File: config.mk
export PLATFORM = sky130hd
export DESIGN_NAME = strop_seq
export DESIGN_NICKNAME = d
export VERILOG_FILES = /design/src/rtl/strop_pkg.sv /design/src/rtl/strop_stride.sv /design/src/rtl/strop_budget.sv /design/src/rtl/strop_seq.sv
export SDC_FILE = /design/constraint.sdc
export NUM_CORES = 1
export LEC_CHECK = 0
export BUFFER_PORTS_ARGS = -buffer_cell sky130_fd_sc_hd__buf_2
export CAP_MARGIN = 20
export CORE_UTILIZATION = 45
export DETAILED_ROUTE_END_ITERATION = 6
export PLACE_DENSITY = 0.69
export SYNTH_ARGS = -nofsm -noshare
export SYNTH_HDL_FRONTEND = slang
export SYNTH_HIERARCHICAL = 1
export SYNTH_SLANG_ARGS = --single-unit
File: constraint.sdc
create_clock -name clk -period 7.65 [get_ports clk]
set_clock_uncertainty 0.05 [all_clocks]
set_input_delay 1.53 -clock clk [delete_from_list [all_inputs] [get_ports clk]]
set_output_delay 1.53 -clock clk [all_outputs]
set_load 0.005 [all_outputs]
File: src/rtl/strop_pkg.sv
package strop_pkg;

    localparam int DATA_W = 32;

    typedef enum logic [2:0] {
        OP_MOVE  = 3'd0,
        OP_CMP   = 3'd1,
        OP_STORE = 3'd2,
        OP_LOAD  = 3'd3,
        OP_SCAN  = 3'd4,
        OP_PIN   = 3'd5,
        OP_POUT  = 3'd6,
        OP_RSVD  = 3'd7
    } str_op_e;

    typedef enum logic [1:0] {
        RPT_NONE = 2'd0,
        RPT_EQ   = 2'd1,
        RPT_NE   = 2'd2,
        RPT_XX   = 2'd3
    } rpt_e;

    typedef enum logic [3:0] {
        S_IDLE, S_ARM, S_RD_SRC, S_RD_DST, S_IO_RD, S_WR_MEM, S_IO_WR, S_STEP, S_FIN
    } seq_state_e;

    typedef struct packed {
        logic rd_src;
        logic rd_dst;
        logic wr_mem;
        logic cmp;
        logic io_in;
        logic io_out;
    } op_use_t;

    function automatic op_use_t decode_op(str_op_e op);
        op_use_t u;
        u = '0;
        case (op)
            OP_MOVE:  begin u.rd_src = 1'b1; u.wr_mem = 1'b1; end
            OP_CMP:   begin u.rd_src = 1'b1; u.rd_dst = 1'b1; u.cmp = 1'b1; end
            OP_STORE: u.wr_mem = 1'b1;
            OP_LOAD:  u.rd_src = 1'b1;
            OP_SCAN:  begin u.rd_dst = 1'b1; u.cmp = 1'b1; end
            OP_PIN:   begin u.io_in = 1'b1; u.wr_mem = 1'b1; end
            OP_POUT:  begin u.rd_src = 1'b1; u.io_out = 1'b1; end
            default:  u.wr_mem = 1'b0;
        endcase
        return u;
    endfunction

    function automatic logic [2:0] size_bytes(logic [1:0] sz);
        case (sz)
            2'd0:    return 3'd1;
            2'd1:    return 3'd2;
            default: return 3'd4;
        endcase
    endfunction

    function automatic logic [1:0] size_shift(logic [1:0] sz);
        case (sz)
            2'd0:    return 2'd0;
            2'd1:    return 2'd1;
            default: return 2'd2;
        endcase
    endfunction

    function automatic logic [DATA_W-1:0] size_mask(logic [1:0] sz);
        case (sz)
            2'd0:    return 32'h0000_00FF;
            2'd1:    return 32'h0000_FFFF;
            default: return 32'hFFFF_FFFF;
        endcase
    endfunction

endpackage

File: src/rtl/strop_stride.sv
module strop_stride
    import strop_pkg::*;
#(
    parameter int AW = 32
) (
    input  logic [AW-1:0] src_idx,
    input  logic [AW-1:0] dst_idx,
    input  logic [AW-1:0] src_base,
    input  logic [AW-1:0] dst_base,
    input  logic [1:0]    sz,
    input  logic          dn,
    output logic [AW-1:0] src_addr,
    output logic [AW-1:0] dst_addr,
    output logic [AW-1:0] src_idx_nx,
    output logic [AW-1:0] dst_idx_nx
);
    logic [AW-1:0] stride;

    assign stride     = dn ? (AW'(0) - AW'(size_bytes(sz))) : AW'(size_bytes(sz));
    assign src_addr   = src_base + src_idx;
    assign dst_addr   = dst_base + dst_idx;
    assign src_idx_nx = src_idx + stride;
    assign dst_idx_nx = dst_idx + stride;
endmodule

File: src/rtl/strop_budget.sv
module strop_budget
    import strop_pkg::*;
#(
    parameter int MAX_BURST = 16384,
    parameter int BW        = $clog2(MAX_BURST + 1)
) (
    input  logic [11:0]   src_low,
    input  logic [11:0]   dst_low,
    input  logic          use_src,
    input  logic          use_dst,
    input  logic [1:0]    sz,
    input  logic          dn,
    input  logic          paging,
    output logic [BW-1:0] limit
);
    logic [31:0] lim;
    logic [31:0] src_left;
    logic [31:0] dst_left;

    function automatic logic [31:0] page_left(logic [11:0] low, logic down, logic [1:0] sh);
        if (down) return ({20'd0, low} >> sh) + 32'd1;
        return (32'd4096 - {20'd0, low}) >> sh;
    endfunction

    assign src_left = page_left(src_low, dn, size_shift(sz));
    assign dst_left = page_left(dst_low, dn, size_shift(sz));

    always_comb begin
        lim = 32'(MAX_BURST);
        if (paging && use_src && src_left < lim) lim = src_left;
        if (paging && use_dst && dst_left < lim) lim = dst_left;
        limit = BW'(lim);
    end
endmodule

File: src/rtl/strop_seq.sv
module strop_seq
    import strop_pkg::*;
#(
    parameter int AW        = 32,
    parameter int PW        = 16,
    parameter int MAX_BURST = 16384
) (
    input  logic          clk,
    input  logic          rst,
    input  logic          start,
    input  logic [2:0]    op_sel,
    input  logic [1:0]    elem_size,
    input  logic          dir_dn,
    input  logic [1:0]    rep_mode,
    input  logic          paging_en,
    input  logic [AW-1:0] cnt_in,
    input  logic [AW-1:0] src_idx_in,
    input  logic [AW-1:0] dst_idx_in,
    input  logic [31:0]   acc_in,
    input  logic [AW-1:0] src_base,
    input  logic [AW-1:0] dst_base,
    input  logic [PW-1:0] port_in,
    output logic          mem_req,
    output logic          mem_we,
    output logic [AW-1:0] mem_addr,
    output logic [1:0]    mem_size,
    output logic [31:0]   mem_wdata,
    input  logic [31:0]   mem_rdata,
    input  logic          mem_ack,
    output logic          io_req,
    output logic          io_we,
    output logic [PW-1:0] io_addr,
    output logic [1:0]    io_size,
    output logic [31:0]   io_wdata,
    input  logic [31:0]   io_rdata,
    input  logic          io_ack,
    output logic          busy,
    output logic          done,
    output logic          restart,
    output logic [AW-1:0] cnt_out,
    output logic [AW-1:0] si_out,
    output logic [AW-1:0] di_out,
    output logic [31:0]   acc_out,
    output logic          cmp_valid,
    output logic [31:0]   cmp_src,
    output logic [31:0]   cmp_dst
);
    localparam int BW = $clog2(MAX_BURST + 1);

    seq_state_e    st;
    str_op_e       op_r;
    rpt_e          rep_r;
    logic [1:0]    sz_r;
    logic          dn_r, pg_r;
    logic [AW-1:0] cnt_r, cnt0_r, si_r, di_r, sb_r, db_r;
    logic [31:0]   acc_r, xfer_r, cs_r, cd_r;
    logic [PW-1:0] port_r;
    logic [BW-1:0] budget_r, limit;
    logic          did_cmp_r, restart_r;

    op_use_t       use_op;
    logic          use_dst, cmp_eq;
    logic [31:0]   mask;
    seq_state_e    first_st, after_src;
    logic [AW-1:0] src_addr, dst_addr, si_nx, di_nx;

    assign use_op  = decode_op(op_r);
    assign use_dst = use_op.rd_dst | use_op.wr_mem;
    assign mask    = size_mask(sz_r);
    assign cmp_eq  = (cs_r == cd_r);

    always_comb begin
        if (use_op.rd_src)     first_st = S_RD_SRC;
        else if (use_op.io_in) first_st = S_IO_RD;
        else if (use_op.rd_dst) first_st = S_RD_DST;
        else                   first_st = S_WR_MEM;
        if (use_op.rd_dst)      after_src = S_RD_DST;
        else if (use_op.wr_mem) after_src = S_WR_MEM;
        else if (use_op.io_out) after_src = S_IO_WR;
        else                    after_src = S_STEP;
    end

    strop_stride #(.AW(AW)) u_stride (
        .src_idx(si_r), .dst_idx(di_r), .src_base(sb_r), .dst_base(db_r),
        .sz(sz_r), .dn(dn_r),
        .src_addr(src_addr), .dst_addr(dst_addr), .src_idx_nx(si_nx), .dst_idx_nx(di_nx)
    );

    strop_budget #(.MAX_BURST(MAX_BURST), .BW(BW)) u_budget (
        .src_low(src_addr[11:0]), .dst_low(dst_addr[11:0]),
        .use_src(use_op.rd_src), .use_dst(use_dst),
        .sz(sz_r), .dn(dn_r), .paging(pg_r), .limit(limit)
    );

    always_ff @(posedge clk) begin
        if (rst) begin
            st <= S_IDLE; op_r <= OP_MOVE; rep_r <= RPT_NONE; sz_r <= '0;
            dn_r <= 1'b0; pg_r <= 1'b0; cnt_r <= '0; cnt0_r <= '0;
            si_r <= '0; di_r <= '0; sb_r <= '0; db_r <= '0; acc_r <= '0;
            xfer_r <= '0; cs_r <= '0; cd_r <= '0; port_r <= '0;
            budget_r <= '0; did_cmp_r <= 1'b0; restart_r <= 1'b0;
        end else begin
            case (st)
                S_IDLE: if (start) begin
                    op_r  <= str_op_e'(op_sel);
                    rep_r <= (rep_mode == 2'd3) ? RPT_NONE : rpt_e'(rep_mode);
                    sz_r <= elem_size; dn_r <= dir_dn; pg_r <= paging_en;
                    cnt_r <= cnt_in; cnt0_r <= cnt_in;
                    si_r <= src_idx_in; di_r <= dst_idx_in; acc_r <= acc_in;
                    sb_r <= src_base; db_r <= dst_base; port_r <= port_in;
                    did_cmp_r <= 1'b0; restart_r <= 1'b0;
                    st <= S_ARM;
                end
                S_ARM: begin
                    budget_r <= limit;
                    if (rep_r != RPT_NONE && cnt_r == '0) st <= S_FIN;
                    else                                  st <= first_st;
                end
                S_RD_SRC: if (mem_ack) begin
                    xfer_r <= mem_rdata & mask;
                    if (use_op.cmp) cs_r <= mem_rdata & mask;
                    if (op_r == OP_LOAD) acc_r <= (acc_r & ~mask) | (mem_rdata & mask);
                    st <= after_src;
                end
                S_RD_DST: if (mem_ack) begin
                    cd_r <= mem_rdata & mask;
                    if (op_r == OP_SCAN) cs_r <= acc_r & mask;
                    did_cmp_r <= 1'b1;
                    st <= S_STEP;
                end
                S_IO_RD: if (io_ack) begin
                    xfer_r <= io_rdata & mask;
                    st <= S_WR_MEM;
                end
                S_WR_MEM: if (mem_ack) st <= S_STEP;
                S_IO_WR:  if (io_ack)  st <= S_STEP;
                S_STEP: begin
                    if (use_op.rd_src) si_r <= si_nx;
                    if (use_dst)       di_r <= di_nx;
                    if (rep_r == RPT_NONE) begin
                        st <= S_FIN;
                    end else begin
                        cnt_r    <= cnt_r - AW'(1);
                        budget_r <= budget_r - BW'(1);
                        if (cnt_r == AW'(1))                              st <= S_FIN;
                        else if (use_op.cmp && (cmp_eq != (rep_r == RPT_EQ))) st <= S_FIN;
                        else if (budget_r == BW'(1)) begin
                            restart_r <= 1'b1;
                            st        <= S_FIN;
                        end else st <= first_st;
                    end
                end
                S_FIN:   st <= S_IDLE;
                default: st <= S_IDLE;
            endcase
        end
    end

    assign mem_req   = (st == S_RD_SRC) || (st == S_RD_DST) || (st == S_WR_MEM);
    assign mem_we    = (st == S_WR_MEM);
    assign mem_addr  = (st == S_RD_SRC) ? src_addr : dst_addr;
    assign mem_size  = sz_r;
    assign mem_wdata = ((op_r == OP_STORE) ? acc_r : xfer_r) & mask;
    assign io_req    = (st == S_IO_RD) || (st == S_IO_WR);
    assign io_we     = (st == S_IO_WR);
    assign io_addr   = port_r;
    assign io_size   = sz_r;
    assign io_wdata  = xfer_r;
    assign busy      = (st != S_IDLE);
    assign done      = (st == S_FIN);
    assign restart   = restart_r;
    assign cnt_out   = cnt_r;
    assign si_out    = si_r;
    assign di_out    = di_r;
    assign acc_out   = acc_r;
    assign cmp_valid = done && did_cmp_r;
    assign cmp_src   = cs_r;
    assign cmp_dst   = cd_r;

    AST_MEM_HOLD: assert property (@(posedge clk) disable iff (rst)
        mem_req && !mem_ack |=> mem_req && $stable(mem_addr) && $stable(mem_we));
    AST_IO_HOLD: assert property (@(posedge clk) disable iff (rst)
        io_req && !io_ack |=> io_req && $stable(io_we));
    AST_ONE_PORT: assert property (@(posedge clk) disable iff (rst)
        !(mem_req && io_req));
    AST_DONE_PULSE: assert property (@(posedge clk) disable iff (rst)
        done |=> !done);
    AST_RESTART_REP: assert property (@(posedge clk) disable iff (rst)
        done && restart |-> rep_r != RPT_NONE && cnt_r != '0);
    AST_SINGLE_CNT: assert property (@(posedge clk) disable iff (rst)
        done && rep_r == RPT_NONE |-> cnt_r == cnt0_r && !restart);
endmodule

==> impl_metrics.tcl, run 1 <==
set metrics [dict create \
    layout-drive-gt1-share_pct 19.5 \
    numCtsBuffers 42 \
    period_share_pct 85.9 \
    htree_levels 2 \
    cp-start-kind "flip-flop" \
    ant_nets 0 \
    status "finished, final reports clean" \
    core.rowCount 86 \
    grt_pass1_wl_um 149000 \
    critPathCaptureType "flip-flop" \
    area_growth_pct 18.7 \
    peakVddDrop_uv 191 \
    regToRegStartpoint "di_out[0]$_SDFFE_PP0P_" \
    async_reset_ff_share_pct 0 \
    first_pass_iters 6 \
    root_buffer "clkbuf_16" \
    port_buffers 601 \
    clk_pin_slew_ps 60 \
    p_clk_share_pct 23.6 \
    reg2regPathDepth 26 \
    clock_path_buffers 3 \
    ys.flop_type "dfxtp_1" \
    syn-instance-count 3545 \
    clock-sinks 334 \
    tns_ps 0 \
    clock_latency_ps 600 \
    required_ps 8020 \
    power.leakage_nw 13.4 \
    crit_fanout 14 \
    cts.repair.resized 0 \
    whs_path_depth 2 \
    period_needed_ps 6570 \
    ctsHoldBuffers 0 \
    synth_edf_count 0 \
    p_per_area_nw_per_um2 290 \
    rsz0062_at_grt "false" \
    hold_end "io_addr[11]$_SDFFE_PP0P_" \
    power_frac_comb_pct 49.6 \
    setup_slack_ps 1080 \
    crit_arrival_ps 6940 \
    post-dp-hpwl_um 74200 \
    gp_congestion 0.979 \
    fmax_ghz 0.152 \
    post_cts_buffers 0 \
    finalPower_mw 8.79 \
    dieArea_um2 57700 \
    wl_um 100000 \
    setup_viol 0 \
    nets 4416 \
    yosysWarningCount 6 \
    synth.most_common_cell "nand2_1" \
    cts_tree "yes" \
    grtUsageTotal_pct 32.9 \
    yosys.area.top_type "dfxtp_1" \
    path_class "reg -> reg" \
    via_count 28392 \
    die_y_um 240 \
    p_int_mw 4.86 \
    r2r_end "budget_r[14]$_SDFFE_PP0P_" \
    switchingPower_mw 3.92 \
    drc 0 \
    crit_start "di_out[0]$_SDFFE_PP0P_" \
    synth_top_area_share_pct 26.2 \
    fillers 5560 \
    slew_viol_final 0 \
    syn-num-nets 3981 \
    tightestPinTransition_ps 1100 \
    place_ws_ps 1180 \
    core-area_um2 55600 \
    drt_iter0_markers 2634 \
    grt_max_degree 191 \
    ys_seq_elements 334 \
    synth.area.top_cells "dfxtp_1, nand2_1, ha_1" \
    wire_per_inst_um 21.0 \
    hold_class "reg -> reg" \
    start_util_pct 45.9 \
    hold_violations 0 \
    reg2reg_slack_ps 1080 \
    slew-limit-headroom_pct 26.3 \
    antenna_found_initial 18 \
    die_x_um 240 \
    synth.distinct_cells 88 \
    fin_area_um2 30300 \
    switching_share_pct 44.6 \
    grt_pass1_vias 25016 \
    hold_start "io_addr[11]$_SDFFE_PP0P_" \
    drv_cap 0 \
    synth.avg_cell_area_um2 7.21 \
    io-pin-count 602 \
    synth_commonest_cells "nand2_1, a21oi_1, dfxtp_1" \
    syn_area_um2 25500 \
    vias_per_cell 5.95 \
    grt_overflow 0 \
    yosysSeqAreaShare_pct 26.2 \
    pwr-share-seq_pct 26.9 \
    placed_area_um2 28800 \
]
-- worst max-delay path by stage --
stage / end / slack, ps / cells after the start
finish: budget_r[14]$_SDFFE_PP0P_ / 1080 / 26
global route: budget_r[4]$_SDFFE_PP0P_ / 540 / 26
detailed placement: budget_r[14]$_SDFFE_PP0P_ / 1180 / 26
floorplan: budget_r[14]$_SDFFE_PP0P_ / 1560 / 28
CTS: budget_r[14]$_SDFFE_PP0P_ / 1130 / 26
global placement: budget_r[14]$_SDFFE_PP0P_ / 1230 / 26
-- critical path, stage by stage (launching register included) --
cell	delay (ps)
dfxtp_1	380
ha_1	220
inv_1	70
fa_1	390
nand2b_1	180
a21o_1	190
a21boi_0	260
o21a_1	170
o21ai_0	70
nand2b_1	80
a21oi_1	70
xnor2_1	260
or4_1	670
or4_1	560
nand3_1	100
o221ai_1	140
or3_1	410
ha_1	320
a21o_1	180
a21o_1	160
a21oi_1	180
o221ai_1	150
or2_2	480
and2_1	230
a22o_1	200
a22oi_1	170
nor2_1	60
-- metrics by stage --
| step | util [%] | hold WS (ps) | instances |
|---|---|---|---|
| 6_report | 54.5 | 405 | 4774 |
| 5_1_grt | 54.5 | 425 | 4770 |
| 4_1_cts | 54.4 | 402 | 4758 |
| 3_5_place_dp | 51.8 | 394 | 4681 |
| 3_3_place_gp | 51.8 | 390 | 4681 |
| 2_1_floorplan | - | 382 | 3545 |
-- sequential cells by signal, summed over array words and instances, names as in the netlist, 2 cells and up, named ones only --
name and flops:
cmp_dst 32, cmp_src 32, cnt_out 32, db_r 32, di_out 32, io_wdata 32, sb_r 32, si_out 32
io_addr 16, budget_r 15, acc_out 8, st 4, op_r 3, io_size 2, rep_r 2
-- power by group through the flow --
stage	Sequential (mW)	Combinational, mW	Clock [mW]
after floorplan	2.26	3.01	0
after CTS	2.35	4.27	2.11
after global placement	2.38	4.24	0
after global routing	2.39	4.76	2.18
final	2.36	4.36	2.07
after detailed placement	2.39	4.24	0
-- routing by layer --
layer,share of wire [%],up-vias,global-route usage (%)
met2,44,1387,50.7
met4,3.7,14,12.7
met5,0.093,-,0
li1,-,13559,-
met3,9.5,209,8.21
met1,43,13223,43.8
-- cell families (layout without fill, tap and decap cells) --
| group | Yosys count | count (layout) | synth area share (%) |
|---|---|---|---|
| simple gates | 1482 | 1482 | 25.7 |
| compound gates | 956 | 956 | 24.2 |
| flops | 334 | 334 | 26.2 |
| buf+inv | 307 | 775 | 4.83 |
| xor+xnor | 186 | 186 | 6.38 |
| fa+ha+maj | 150 | 150 | 7.46 |
| mux | 129 | 129 | 5.21 |
| other cells | 1 | 14 | 0.0147 |
-- cells in the final DEF (no fill, tap or decap), types with 53 or more instances in the layout --
cell,n
a21oi_1,358
buf_2,600
a311oi_1,100
dfxtp_1,331
ha_1,146
nor2_1,327
xor2_1,57
mux2i_1,98
o21ai_0,136
xnor2_1,129
nand3_1,124
nand2_1,738
nor3_1,59
a211oi_1,53
inv_1,63
-- cell type report --
class | count | area, um2 | area share (%)
multi-input combinational | 2904 | 17700 | 58.3
sequential | 334 | 6700 | 22.1
timing repair buffer | 634 | 3310 | 10.9
clock buffer | 65 | 1250 | 4.11
tap | 748 | 936 | 3.09
inverter | 64 | 240 | 0.792
clock inverter | 12 | 183 | 0.602
antenna | 13 | 32.5 | 0.107
No activity file was read; power rests on OpenSTA's default activity.
==> inputs of run 2 (changes only) <==
- CORE_AREA: not set -> 2 2 237 239
- CORE_UTILIZATION: 45 -> not set
- DIE_AREA: not set -> 0 0 239 241
- PLACE_DENSITY: 0.69 -> 0.71
==> impl_metrics.tcl, run 2 (synthesized netlist as in run 1, its figures left out) <==
set metrics [dict create \
    status "finished, final reports clean" \
    p_per_area_nw_per_um2 289 \
    path_class "reg -> reg" \
    hold_class "reg -> reg" \
    post_cts_buffers 0 \
    tns_ps 0 \
    ctsHoldBuffers 0 \
    gp_congestion 0.939 \
    area_growth_pct 18.5 \
    layout_common_cells "nand2_1, buf_2, a21oi_1, dfxtp_1, nor2_1" \
    fmax_ghz 0.153 \
    port_buffers 601 \
    grt_overflow 0 \
    io-pin-count 602 \
    setup_slack_ps 1100 \
    layout-drive-gt1-share_pct 19.5 \
    die_x_um 239 \
    slowest_stage "or4_1" \
    slew_viol_final 0 \
    period_needed_ps 6550 \
    crit_fanout 14 \
    via_count 28309 \
    grt_max_degree 196 \
    grt_pass1_vias 25480 \
    dieArea_um2 57600 \
    vias_per_cell 5.98 \
    fillers 5497 \
    wl_um 97900 \
    grtUsageTotal_pct 32.0 \
    required_ps 8020 \
    drv_cap 0 \
    grt_pass1_wl_um 146000 \
    clk_pin_slew_ps 60 \
    setup_viol 0 \
    drt_iter0_markers 2598 \
    slowest_delay_ps 670 \
    nets 4417 \
    htree_levels 2 \
    crit_start "di_out[0]$_SDFFE_PP0P_" \
    clock_latency_ps 570 \
    hold_violations 0 \
    post-dp-hpwl_um 72600 \
    slew-limit-headroom_pct 22.4 \
    root_buffer "clkbuf_16" \
    whs_ps 399 \
    first_pass_iters 6 \
    rsz0062_at_grt "false" \
    crit_arrival_ps 6910 \
    ant_nets 0 \
    cts.repair.resized 0 \
    cts_tree "yes" \
    clock-sinks 334 \
    place_ws_ps 1170 \
    period_share_pct 85.6 \
    clock_path_buffers 3 \
    drc 0 \
    peakVddDrop_uv 187 \
    wire_per_inst_um 20.7 \
    antenna_found_initial 16 \
    cpMostUsedCell "a21o_1" \
    power.leakage_nw 13.4 \
    start_util_pct 46.6 \
    critPathCaptureType "flip-flop" \
    die_y_um 241 \
    numCtsBuffers 42 \
    regToRegStartpoint "di_out[0]$_SDFFE_PP0P_" \
    core-area_um2 54900 \
    mostFrequentLayoutCell "nand2_1" \
    tightestPinTransition_ps 1160 \
    cp-start-kind "flip-flop" \
    core.rowCount 86 \
    hold_start "did_cmp_r$_SDFFE_PP0P_" \
]
[run 2: cell count changes in the layout (fill, tap and decap cells not counted), sizes merged]
| cell | before | now |
|---|---|---|
| clkinvlp | 1 | 0 |
| inv | 66 | 67 |
| diode | 13 | 14 |
| clkinv | 6 | 7 |
| buf | 634 | 635 |
| clkbuf | 65 | 61 |
| bufinv | 3 | 4 |
[run 2: final timing paths]
check,end,slack (ps),cells after the start
setup reg to reg,budget_r[14]$_SDFFE_PP0P_,1100,26
setup / recovery,budget_r[14]$_SDFFE_PP0P_,1100,26
hold / removal,did_cmp_r$_SDFFE_PP0P_,400,2
hold reg to reg,did_cmp_r$_SDFFE_PP0P_,400,2
[run 2: final cells by class]
cell class | instances | area, um2 | share of cell area [%]
Sequential cell | 334 | 6700 | 22.1
Multi-Input combinational cell | 2904 | 17700 | 58.4
Antenna cell | 14 | 35.0 | 0.116
Clock buffer | 61 | 1210 | 4.00
Timing Repair Buffer | 635 | 3330 | 11.0
Inverter | 64 | 240 | 0.794
Tap cell | 704 | 881 | 2.91
Clock inverter | 14 | 196 | 0.649
[run 2: worst max-delay path, delay by kind of cell (launching register included)]
family	cells	cell delay [ps]
DFF	1	370
xor gates and xnor gates	1	270
adders and majority gates	3	920
buffers and inverters	1	70
AOI/OAI and AO/OA	12	1960
and+or+nand+nor	9	2770
[run 2: metrics by stage]
step	instance area, um2	util [%]	instances	total power, mW
2_1_floorplan	25500	-	3545	5.27
3_3_place_gp	28800	52.4	4637	6.58
3_5_place_dp	28800	52.4	4637	6.61
4_1_cts	30200	55.0	4712	8.69
5_1_grt	30300	55.1	4725	9.32
6_report	30300	55.2	4730	8.76
[run 2: power breakdown]
group / leakage [nW] / internal, mW / switching (mW)
clock network: 0.695 / 1.24 / 0.825
registers: 2.74 / 2.00 / 0.358
logic: 9.97 / 1.64 / 2.70
[run 2: layer usage]
| metal | share of wire [%] | wire length, um | vias up | GRT usage, % |
|---|---|---|---|---|
| met5 | 0.028 | 27 | - | 0 |
| met4 | 4.5 | 4390 | 4 | 15.1 |
| met3 | 8.7 | 8570 | 234 | 6.53 |
| met2 | 44 | 43500 | 1310 | 50.0 |
| met1 | 42 | 41500 | 13206 | 42.4 |
| li1 | - | - | 13555 | - |
